==> src/rtl/cct_pkg.sv <==
package cct_pkg;
  localparam int CNT_W = 16;
  localparam int ADDR_W = 3;

  localparam logic [2:0] EDGE_NONE = 3'b000;
  localparam logic [2:0] EDGE_RISE = 3'b001;
  localparam logic [2:0] EDGE_BOTH = 3'b010;
  localparam logic [2:0] EDGE_FALL = 3'b100;

  localparam logic [ADDR_W-1:0] AD_MAIN0 = 3'd0;
  localparam logic [ADDR_W-1:0] AD_SHAD0 = 3'd2;
  localparam logic [ADDR_W-1:0] AD_CTRL  = 3'd4;
  localparam logic [ADDR_W-1:0] AD_FCLR  = 3'd5;

  typedef struct packed {
    logic       pwm;
    logic [1:0] buf_en;
    logic [1:0] is_cmp;
    logic [2:0] sel_b;
    logic [2:0] sel_a;
  } ctrl_t;
endpackage

==> src/rtl/cct_edge_det.sv <==
module cct_edge_det (
  input  logic       clk,
  input  logic       rst,
  input  logic       din,
  input  logic [2:0] sel,
  output logic       evt
);
  import cct_pkg::*;
  logic s1, s2, prev;

  always_ff @(posedge clk) begin
    if (rst) begin
      s1 <= 1'b0;
      s2 <= 1'b0;
      prev <= 1'b0;
    end else begin
      s1 <= din;
      s2 <= s1;
      prev <= s2;
    end
  end

  logic rise, fall;
  assign rise = s2 & ~prev;
  assign fall = ~s2 & prev;

  always_comb begin
    unique case (sel)
      EDGE_RISE: evt = rise;
      EDGE_FALL: evt = fall;
      EDGE_BOTH: evt = rise | fall;
      default:   evt = 1'b0;
    endcase
  end
endmodule

==> src/rtl/cct_counter.sv <==
module cct_counter #(
  parameter int W = 16
) (
  input  logic         clk,
  input  logic         rst,
  input  logic         step,
  input  logic         wrap,
  output logic [W-1:0] value
);
  always_ff @(posedge clk) begin
    if (rst) value <= '0;
    else if (step) value <= wrap ? '0 : value + 1'b1;
  end
endmodule

==> src/rtl/cct_slot.sv <==
module cct_slot #(
  parameter int W = 16
) (
  input  logic         clk,
  input  logic         rst,
  input  logic         cap_evt,
  input  logic         xfer_evt,
  input  logic         buf_en,
  input  logic [W-1:0] count,
  input  logic         wr_main,
  input  logic         wr_shad,
  input  logic [W-1:0] wr_data,
  output logic [W-1:0] main_q,
  output logic [W-1:0] shad_q
);
  always_ff @(posedge clk) begin
    if (rst) begin
      main_q <= '0;
    end else if (cap_evt) begin
      main_q <= count;
    end else if (xfer_evt && buf_en) begin
      main_q <= shad_q;
    end else if (wr_main) begin
      main_q <= wr_data;
    end
  end

  always_ff @(posedge clk) begin
    if (rst) begin
      shad_q <= '0;
    end else if (cap_evt && buf_en) begin
      shad_q <= main_q;
    end else if (wr_shad) begin
      shad_q <= wr_data;
    end
  end
endmodule

==> src/rtl/capcmp_timer.sv <==
module capcmp_timer #(
  parameter int W = cct_pkg::CNT_W,
  parameter int NSLOT = 2
) (
  input  logic         clk,
  input  logic         rst,
  input  logic         cnt_en,
  input  logic         cap_a_in,
  input  logic         cap_b_in,
  input  logic         wr_en,
  input  logic [2:0]   wr_addr,
  input  logic [W-1:0] wr_data,
  output logic [W-1:0] count,
  output logic [W-1:0] reg_a,
  output logic [W-1:0] reg_b,
  output logic [W-1:0] reg_c,
  output logic [W-1:0] reg_d,
  output logic [1:0]   evt_flag
);
  import cct_pkg::*;

  ctrl_t ctrl_q;
  logic pwm;
  logic [NSLOT-1:0] buf_en, is_cmp, edge_evt, cap_evt, cmp_evt, xfer_evt, match;
  logic [NSLOT-1:0] cap_in;
  logic [NSLOT-1:0][2:0] sel;
  logic [NSLOT-1:0][W-1:0] main_q, shad_q;
  logic wrap;

  assign pwm    = ctrl_q.pwm;
  assign buf_en = ctrl_q.buf_en;
  assign is_cmp = ctrl_q.is_cmp;
  assign sel[0] = ctrl_q.sel_a;
  assign sel[1] = ctrl_q.sel_b;
  assign cap_in = {cap_b_in, cap_a_in};

  always_ff @(posedge clk) begin
    if (rst) ctrl_q <= '0;
    else if (wr_en && wr_addr == AD_CTRL) ctrl_q <= ctrl_t'(wr_data[10:0]);
  end

  assign wrap = pwm & match[0];

  cct_counter #(.W(W)) u_cnt (
    .clk(clk), .rst(rst), .step(cnt_en), .wrap(wrap), .value(count)
  );

  for (genvar i = 0; i < NSLOT; i++) begin : g_slot
    logic wr_main_i, wr_shad_i;
    assign wr_main_i = wr_en && (wr_addr == AD_MAIN0 + 3'(i));
    assign wr_shad_i = wr_en && (wr_addr == AD_SHAD0 + 3'(i));
    assign match[i]  = cnt_en && (count == main_q[i]);
    assign cap_evt[i] = ~pwm & ~is_cmp[i] & edge_evt[i];
    assign cmp_evt[i] = (pwm | is_cmp[i]) & match[i];
    assign xfer_evt[i] = pwm ? match[0] : cmp_evt[i];

    cct_edge_det u_edge (
      .clk(clk), .rst(rst), .din(cap_in[i]), .sel(sel[i]), .evt(edge_evt[i])
    );

    cct_slot #(.W(W)) u_slot (
      .clk(clk), .rst(rst), .cap_evt(cap_evt[i]), .xfer_evt(xfer_evt[i]),
      .buf_en(buf_en[i]), .count(count), .wr_main(wr_main_i),
      .wr_shad(wr_shad_i), .wr_data(wr_data),
      .main_q(main_q[i]), .shad_q(shad_q[i])
    );

    always_ff @(posedge clk) begin
      if (rst) evt_flag[i] <= 1'b0;
      else if (cap_evt[i] | cmp_evt[i]) evt_flag[i] <= 1'b1;
      else if (wr_en && wr_addr == AD_FCLR && wr_data[i]) evt_flag[i] <= 1'b0;
    end
  end

  assign reg_a = main_q[0];
  assign reg_b = main_q[1];
  assign reg_c = shad_q[0];
  assign reg_d = shad_q[1];
endmodule

==> config.mk <==
export PLATFORM = sky130hd
export DESIGN_NAME = capcmp_timer
export DESIGN_NICKNAME = d
export VERILOG_FILES = /design/src/rtl/cct_pkg.sv /design/src/rtl/cct_edge_det.sv /design/src/rtl/cct_counter.sv /design/src/rtl/cct_slot.sv /design/src/rtl/capcmp_timer.sv
export SDC_FILE = /design/constraint.sdc
export NUM_CORES = 1
export LEC_CHECK = 0
export BUFFER_PORTS_ARGS = -buffer_cell sky130_fd_sc_hd__buf_2
export CORE_ASPECT_RATIO = 1.4
export CORE_MARGIN = 5
export CORE_UTILIZATION = 51
export CTS_CLUSTER_SIZE = 20
export DETAILED_ROUTE_END_ITERATION = 8
export PLACE_DENSITY_LB_ADDON = 0.05
export RECOVER_POWER = 25
export SYNTH_ARGS = -nofsm -noshare
export SYNTH_HDL_FRONTEND = slang
export SYNTH_SLANG_ARGS = --single-unit
==> constraint.sdc <==
create_clock -name clk -period 6.2 [get_ports clk]
set_input_delay 1.86 -clock clk [delete_from_list [all_inputs] [get_ports clk]]
set_output_delay 1.86 -clock clk [all_outputs]
set_load 0.05 [all_outputs]
==> metrics.txt, run 1 <==
outcome=complete, but fails checks; failing checks=max-capacitance violations, max-slew violations; Die Span X=96.8 um; input/output buffers=106; R2R Path End=g_slot[1].u_slot.shad_q[14]$_SDFFE_PP0P_; CTS clk-pin slew, worst paths=70 ps; Fin Clk Skew=5.38 ps; CTS resizes=0; final wirelength=16100 um; CP peak stage delay=1170 ps; post-route ant nets=0; # DRC=0; vias in the first global route=4614; fin. max-slew vios=33; Final Instance Area=6070 sq um; delay-heaviest family, CP=buffers and inverters; initial antenna violation count=0; Area contributors post-synth=dfxtp_1 37%, mux2i_1 8.9%, nor2_1 7.5%, a211oi_1 6.7%, xnor2_1 5.4%; GR Util met3=0.0392; origin of the worst min-delay path=g_slot[0].u_edge.s1$_SDFF_PP0_; CTS sink cnt=99; hold_ws=439 ps; die area=12700 sq um; Power per Cell Area=239 nW/um^2; Crit Path Max Fanout=32; Rel. slew slack=-0.00614; Rows=44; initial core utilization=0.520; drt wl/cell=19.7 um; Worst-Margin Slew=1510 ps; post-route setup TNS=0 ps; n_diodes=0; Root Driver=clkbuf_16; # setup viols final=0; first-pass GRT wire length=25600 um; remaining global-route overflow=0; chip height=132 um; FF-to-FF Start=g_slot[1].u_edge.prev$_SDFF_PP0_; Vias/cell=5.72; Worst-Skew Late Latency=350 ps; Buf/Inv on CP=2; Synthesized Nets=636; total power=0.00145 W; startpoint types=input port; worst min-delay path endpoint=g_slot[0].u_edge.s2$_SDFF_PP0_; io pins=107; CP endpoint kind=flop; most frequent cells after synthesis=107 x nor2_1, 99 x dfxtp_1, 48 x a211oi_1, 48 x mux2i_1, 36 x nand2_1; register area share after synthesis=0.368; largest net degree at the start of global routing=49; YS warnings=0; hold depth=1; core box area=10300 sq um; H-tree levels=3; FF+latch count, synth=99; Max Freq=0.208 GHz; setup repair bufs after CTS=0; RSZ-0062 raised after global routing=false; Max VDD drop=0.148 mV; Post-synth EDFFs=0; most common cell in the netlist=nor2_1; Initial DRT Pass Iterations=5; Synth cell types=46; Post-CTS Hold Buffers=0; type of the tightest min-delay check=reg2reg; Worst EP required=6390 ps; Synth-to-Final Area Change=12.8%; synthesized area=5390 sq um; DP HPWL=11700 um; layer with the highest usage=met2; Overall Global Routing Usage=0.251; Pleak=2.39 nW; met1 Resource Use GR=0.303; fin crit share=0.776; Synth async-reset ratio=0; # nets final=704; share of cells above drive strength 1=0.186; DRT iter0 DRCs=223; Avg Cell Area, Syn=8.89 sq um; CTS Buf Count=9; Critical Path Most Common Cell=clkbuf_1; Clock Tree Buf Depth=2; Worst Setup SP=rst; arrival time of the worst setup path=5000 ps; Area after DPL=5830 sq um; r2r setup slk=2710 ps; Period minus WS final=4810 ps; R2R depth=8; GPL Wtd Cong=0.859; Global Route met2 Usage=0.430; Synth Flop Type=dfxtp_1; Setup CP Type=in2reg; critical path's slowest cell=clkbuf_1; CP Cell Sequence=clkbuf_1, clkbuf_1, or3_1, o32ai_1; Vias=4675; largest area contributor in the netlist=dfxtp_1; max cap viols=1; CTS tree=done; final hold viol count=0; Yosys top cell area share=0.368; cell count after synthesis=606
==> worst reg2reg max path, cell delays in order (launching register included) <==
cell       delay (ps)
dfxtp_1           340
inv_1              50
ha_1              280
nor3b_1           270
a311oi_2           90
a2111oi_0         990
nand2_1           900
nor2_1            320
a211oi_1           80
==> how the worst max path moves through the flow <==
stage | to | slack, ps | depth (start not counted)
final | g_slot[0].u_slot.main_q[8]$_SDFFE_PP0P_ | 1390 | 4
after global routing | g_slot[0].u_slot.main_q[8]$_SDFFE_PP0P_ | 1120 | 4
after CTS | g_slot[0].u_slot.main_q[6]$_SDFFE_PP0P_ | 2230 | 7
after detailed placement | g_slot[0].u_slot.main_q[6]$_SDFFE_PP0P_ | 1860 | 7
after global placement | g_slot[0].u_slot.main_q[8]$_SDFFE_PP0P_ | 1930 | 7
after floorplan | g_slot[0].u_slot.main_q[3]$_SDFFE_PP0P_ | 2750 | 9
==> per-stage QoR <==
| step | utilization | instances | setup WS, ps |
|---|---|---|---|
| 4_1_cts | 0.592 | 817 | 2230 |
| 5_1_grt | 0.587 | 817 | 1120 |
| 2_1_floorplan | - | 606 | 2750 |
| 3_3_place_gp | 0.563 | 801 | 1930 |
| 3_5_place_dp | 0.563 | 801 | 1860 |
| 6_report | 0.587 | 817 | 1390 |
==> sequential cells by signal (all words and copies together), names as in the netlist, 6 cells and up <==
name and count:
g_slot.u_slot.main_q 32, u_cnt.value 16, g_slot.u_slot.shad_q 32, ctrl_q 6
==> cell type report <==
type,instances,area [sq um]
fill,985,4280
multi-input combinational,428,2990
sequential,99,1980
timing repair buffer,111,538
clock buffer,11,243
tap,138,173
inverter,25,93.8
clock inverter,5,52.6
==> power breakdown <==
group / internal, W / switching, W / total [W]
logic: 0.0000653 / 0.000145 / 0.000211
registers: 0.000654 / 0.0000242 / 0.000678
clock network: 0.000322 / 0.000241 / 0.000563
total: 0.00104 / 0.000410 / 0.00145
==> cell usage in the layout (no fill, tap or decap), types with 2 or more instances in the layout <==
| cell type | count |
|---|---|
| dfxtp_1 | 99 |
| buf_4 | 4 |
| ha_1 | 5 |
| a32o_1 | 17 |
| a21oi_1 | 16 |
| mux2i_1 | 48 |
| inv_1 | 25 |
| buf_2 | 85 |
| nand3_1 | 11 |
| and3_1 | 2 |
| nor3b_1 | 2 |
| nand4_1 | 10 |
| clkbuf_1 | 23 |
| clkbuf_16 | 9 |
| nor2b_1 | 6 |
| and4_1 | 2 |
| xnor2_1 | 33 |
| clkinv_2 | 3 |
| a21boi_0 | 16 |
| nand2b_1 | 17 |
| nor2_1 | 107 |
| a211oi_1 | 48 |
| nor3_1 | 3 |
| xor2_1 | 10 |
| xnor2_2 | 4 |
| nand2_1 | 36 |
| o32ai_1 | 6 |
| o32ai_2 | 10 |
==> routing by layer <==
layer,part of all wire,vias to the layer above
met5,0,-
met4,0.037,0
met3,0.048,31
met2,0.51,154
met1,0.41,2230
li1,-,2260
==> cell families after synthesis <==
group	synth area share
XOR/XNOR	0.0820
AND/OR/NAND/NOR	0.176
multiplexers	0.0892
buffers and inverters	0.0746
AO/OA/AOI/OAI	0.199
flip-flops	0.368
adder cells (fa/ha/maj)	0.0116
Power figures use the tool's default switching activity.
==> inputs of run 2 (changes only) <==
==> constraint.sdc (replaced) <==
create_clock -name clk -period 4.75 [get_ports clk]
set_input_delay 1.425 -clock clk [delete_from_list [all_inputs] [get_ports clk]]
set_output_delay 1.425 -clock clk [all_outputs]
set_load 0.05 [all_outputs]
==> metrics.txt, run 2 (synthesized netlist as in run 1, its figures left out) <==
outcome=complete, but fails checks; failing checks=max-capacitance violations; Pleak=2.32 nW (-2.9%); Critical Path Most Common Cell=clkbuf_1; Vias=4738 (+1.3%); GPL Wtd Cong=0.816 (-5.0%); drt wl/cell=19.8 um (+0.37%); Fin Clk Skew=6.51 ps (+1.13 ps); CP endpoint kind=flop; CP Cell Sequence=clkbuf_1, clkbuf_1, a211oi_1; H-tree levels=3 (unchanged); die area=12700 sq um (unchanged); CTS Buf Count=9 (unchanged); CTS tree=done; # nets final=706 (+0.28%); DP HPWL=11500 um (-1.3%); critical path's slowest cell=clkbuf_1; fin crit share=0.758; Worst-Margin Slew=1490 ps (-18.5 ps); Worst-Skew Late Latency=340 ps (about the same); Die Span X=96.8 um (unchanged); initial antenna violation count=0 (unchanged); initial core utilization=0.520 (unchanged); post-layout util=0.585 (-0.00145); hold_ws=440 ps (+1.22 ps); CP peak stage delay=1150 ps (-20 ps); Clock Tree Buf Depth=2 (unchanged); # DRC=0 (unchanged); Setup CP Type=in2reg; Initial DRT Pass Iterations=5 (unchanged); DRT iter0 DRCs=254 (+14%); arrival time of the worst setup path=3750 ps (-1250 ps); commonest non-fill, non-tap cells in the layout=107 x nor2_1, 99 x dfxtp_1, 69 x buf_2, 48 x a211oi_1, 48 x mux2i_1; share of cells above drive strength 1=0.167 (-0.0182); Worst EP required=4900 ps (-1490 ps); max cap viols=1 (unchanged); Overall Global Routing Usage=0.250 (-0.000744); most common cell after layout, fill and taps aside=nor2_1; biggest regs=g_slot.u_slot.main_q x32, g_slot.u_slot.shad_q x32, u_cnt.value x16; CTS clk-pin slew, worst paths=70 ps (about the same); post-route setup TNS=0 ps (unchanged); chip height=132 um (unchanged); Rel. slew slack=0.00617 (+0.0123); vias in the first global route=4620 (+0.13%); CTS resizes=0 (unchanged); startpoint types=input port; Vias/cell=5.79 (+1.1%); first-pass GRT wire length=25700 um (+0.38%); Root Driver=clkbuf_16; Post-CTS Hold Buffers=0 (unchanged); Period minus WS final=3600 ps; fin. max-slew vios=0 (-100%); setup repair bufs after CTS=0 (unchanged); CTS sink cnt=99 (unchanged); Rows=44 (unchanged); core box area=10300 sq um (unchanged); remaining global-route overflow=0 (unchanged); Power per Cell Area=302 nW/um^2 (+26%); # setup viols final=0 (unchanged); type of the tightest min-delay check=reg2reg; input/output buffers=106 (unchanged); Crit Path Max Fanout=29 (-9.4%); final hold viol count=0 (unchanged); final wirelength=16200 um (+0.62%); Synth-to-Final Area Change=12.5%; n_diodes=0 (unchanged); Max VDD drop=0.207 mV (+40%); io pins=107 (unchanged); RSZ-0062 raised after global routing=false; Max Freq=0.278 GHz; largest net degree at the start of global routing=52 (+6.1%); post-route ant nets=0 (unchanged)
-- run 2: report_power, final --
group | switching, W | leakage (nW) | internal [W]
clock | 0.000318 | 0.132 | 0.000351
sequential | 0.0000310 | 0.802 | 0.000854
combinational | 0.000193 | 1.38 | 0.0000848
-- run 2: per-stage QoR --
stage               power (W)  worst slack, ps  instance area (sq um)  cells
floorplan             0.00110             1730                   5390    606
global placement      0.00118             1160                   5850    803
detailed placement    0.00118             1050                   5850    803
CTS                   0.00184             1410                   6110    819
global route          0.00190              956                   6060    819
finish                0.00183             1150                   6060    819
-- run 2: final cells by class --
cell class,count,area [sq um]
fill,1006,4290
multi-input combinational,428,3010
sequential,99,1980
timing repair buffer,113,533
clock buffer,10,229
tap,138,173
inverter,25,93.8
clock inverter,6,32.5
-- run 2: worst paths after layout --
kind	startpoint	end	slack (ps)	cells after the start
max	rst	g_slot[1].u_slot.shad_q[14]$_SDFFE_PP0P_	1150	3
min	g_slot[0].u_edge.s1$_SDFF_PP0_	g_slot[0].u_edge.s2$_SDFF_PP0_	440	1
max reg2reg	g_slot[0].u_edge.prev$_SDFF_PP0_	g_slot[0].u_slot.shad_q[1]$_SDFFE_PP0P_	1600	7
min reg2reg	g_slot[0].u_edge.s1$_SDFF_PP0_	g_slot[0].u_edge.s2$_SDFF_PP0_	440	1
-- run 2: critical path: cells and delay by family --
| family | cells | cell delay (ps) |
|---|---|---|
| AOI/OAI and AO/OA | 1 | 110 |
| buffers and inverters | 2 | 2200 |
-- run 2: routing by layer --
metal	routed length, um	up-vias	GRT usage
li1	-	2266	-
met3	887	22	0.0520
met1	6790	2310	0.300
met5	0	-	0
met2	8120	140	0.440
met4	395	0	0.0874
==> inputs of run 3 (changes only) <==
--- a/config.mk
+++ b/config.mk
@@ -8,7 +8,7 @@
 export BUFFER_PORTS_ARGS = -buffer_cell sky130_fd_sc_hd__buf_2
 export CORE_ASPECT_RATIO = 1.4
 export CORE_MARGIN = 5
-export CORE_UTILIZATION = 51
+export CORE_UTILIZATION = 50
 export CTS_CLUSTER_SIZE = 20
 export DETAILED_ROUTE_END_ITERATION = 8
 export PLACE_DENSITY_LB_ADDON = 0.05
==> constraint.sdc (replaced) <==
create_clock -name clk -period 3.3 [get_ports clk]
set_input_delay 0.99 -clock clk [delete_from_list [all_inputs] [get_ports clk]]
set_output_delay 0.99 -clock clk [all_outputs]
set_load 0.05 [all_outputs]
==> metrics.txt, run 3 (synthesized netlist as in run 1, its figures left out) <==
CTS tree=done; Critical Path Most Common Cell=buf_4; Global Route met2 Usage=0.423 (-0.0167); Root Driver=clkbuf_16; Crit Path Max Fanout=50 (+72%); layer with the highest usage=met2; startpoint types=flop; r2r setup slk=560 ps (-1040 ps); FILL cells=1009 (+0.30%); sw frac=0.280 (-0.0161); Max Freq=0.364 GHz; CTS sink cnt=99 (unchanged); Placed Cells=817 (+1.7%); Clock power frac=0.407 (+0.042); arrival time of the worst setup path=2990 ps (-760 ps); Rows=44 (unchanged); post-route ant nets=0 (unchanged); Fin Clk Skew=8.74 ps (+2.23 ps); Worst EP required=3540 ps (-1360 ps); CP endpoint kind=flop; Synth-to-Final Area Change=15.5%; Clock Tree Buf Depth=2 (unchanged); delay-heaviest family, CP=buffers and inverters; Buf/Inv on CP=3 (+1); share of cells above drive strength 1=0.181 (+0.0139); pre-CTS setup slack=463 ps (-586 ps); CTS resizes=0 (unchanged); P_sw=0.000793 W (+47%); CTS clk-pin slew, worst paths=70 ps (about the same); RSZ-0062 raised after global routing=false; footprint of the multi-input gates=3010 sq um (-0.17%); initial core utilization=0.515 (-0.00548); Reg area=1980 sq um (unchanged); hold_ws=457 ps (+16.9 ps); Period minus WS final=2740 ps; n_diodes=0 (unchanged); CP peak stage delay=490 ps (-660 ps); biggest regs=g_slot.u_slot.main_q x32, g_slot.u_slot.shad_q x32, u_cnt.value x16; setup repair bufs after CTS=0 (unchanged); DP HPWL=12000 um (+4.0%); final wirelength=16300 um (+0.89%); critical path's slowest cell=buf_4; io pins=107 (unchanged); R2R Path End=g_slot[1].u_slot.shad_q[9]$_SDFFE_PP0P_; fin cells=833 (+1.7%); core box area=10500 sq um (+1.1%); Final WS setup=555 ps (-595 ps); Vias=4782 (+0.93%); type of the tightest min-delay check=reg2reg; drt wl/cell=19.6 um (-0.81%); post-route setup TNS=0 ps (unchanged); input/output buffers=106 (unchanged); # setup viols final=0 (unchanged); GR Util met3=0.0532 (+0.00122); Worst-Skew Late Latency=350 ps (about the same); origin of the worst min-delay path=g_slot[0].u_edge.s1$_SDFF_PP0_; Sequential Power Share=0.447 (-0.036); Worst-Margin Slew=1170 ps (-321 ps); CP Cell Sequence=inv_1, ha_1, nor3b_2, a311oi_2, a2111oi_4, buf_4, nand2_1, buf_4, a211oi_1; post-layout util=0.594 (+0.00927); # DRC=0 (unchanged); FF-to-FF Start=g_slot[1].u_edge.prev$_SDFF_PP0_; outcome=finished, final reports clean; met1 Resource Use GR=0.316 (+0.0156); Die Span X=97.7 um (+0.89%); Cell Int Power=0.00204 W (+59%); Setup CP Type=reg2reg; # nets final=720 (+2.0%); Vias/cell=5.74 (-0.77%); Overall Global Routing Usage=0.252 (+0.00224); vias in the first global route=4791 (+3.7%); fin. max-slew vios=0 (unchanged); DRT iter0 DRCs=336 (+32%); die area=13000 sq um (+1.8%); worst min-delay path endpoint=g_slot[0].u_edge.s2$_SDFF_PP0_; Rel. slew slack=0.220 (+0.214); hold depth=1 (unchanged); GPL Wtd Cong=0.821 (+0.54%); Logic pwr share=0.146 (-0.006); Post-CTS Hold Buffers=0 (unchanged); CTS Buf Count=9 (unchanged); max cap viols=0 (-1); most common cell after layout, fill and taps aside=nor2_1; Pleak=2.40 nW (+3.6%); R2R depth=9 (+2); remaining global-route overflow=0 (unchanged); H-tree levels=3 (unchanged); Power per Cell Area=456 nW/um^2 (+51%); initial antenna violation count=0 (unchanged); chip height=133 um (+0.92%); Max VDD drop=0.225 mV (+8.6%); largest net degree at the start of global routing=51 (-1.9%); fin crit share=0.832; Initial DRT Pass Iterations=4 (-1); commonest non-fill, non-tap cells in the layout=107 x nor2_1, 99 x dfxtp_1, 68 x buf_2, 48 x a211oi_1, 48 x mux2i_1; final hold viol count=0 (unchanged); first-pass GRT wire length=26200 um (+2.1%)
==> run 3: worst max-delay path by stage <==
stage	start	endpoint	slack, ps	cells past startpoint
floorplan	cnt_en	g_slot[0].u_slot.main_q[3]$_SDFFE_PP0P_	720	9
global placement	cnt_en	g_slot[1].u_slot.main_q[0]$_SDFFE_PP0P_	540	6
detailed placement	cnt_en	g_slot[1].u_slot.main_q[7]$_SDFFE_PP0P_	460	6
CTS	g_slot[1].u_edge.prev$_SDFF_PP0_	g_slot[1].u_slot.shad_q[9]$_SDFFE_PP0P_	540	9
global route	g_slot[1].u_edge.prev$_SDFF_PP0_	g_slot[1].u_slot.shad_q[8]$_SDFFE_PP0P_	350	10
finish	g_slot[1].u_edge.prev$_SDFF_PP0_	g_slot[1].u_slot.shad_q[9]$_SDFFE_PP0P_	560	9
==> run 3: through the flow <==
step                      cell area (sq um)  total power, W
final                                  6220         0.00284
after global routing                   6220         0.00294
after CTS                              6280         0.00286
after detailed placement               5950         0.00172
after global placement                 5950         0.00171
after floorplan                        5390         0.00158
==> run 3: power by group through the flow <==
stage | clock, W | combinational [W] | sequential (W)
floorplan | 0 | 0.000200 | 0.00138
global placement | 0 | 0.000415 | 0.00129
detailed placement | 0 | 0.000421 | 0.00130
CTS | 0.00117 | 0.000423 | 0.00127
global route | 0.00122 | 0.000447 | 0.00127
finish | 0.00115 | 0.000414 | 0.00127
==> run 3: area by class of cell <==
| cell class | count | share of cell area |
|---|---|---|
| inverters | 25 | 0.0151 |
| well taps | 138 | 0.0278 |
| flip-flops and latches | 99 | 0.319 |
| multi-input cells | 428 | 0.484 |
| repair buffers | 127 | 0.102 |
| clock inverters | 6 | 0.0143 |
| clock buffers | 10 | 0.0384 |
==> run 3: routing by layer <==
layer  up-vias  share of wire  wire (um)
met3        19          0.060        980
met1      2323           0.41       6680
met2       138           0.51       8250
met4         0          0.026        427
li1       2302              -          -
met5         -              0          0
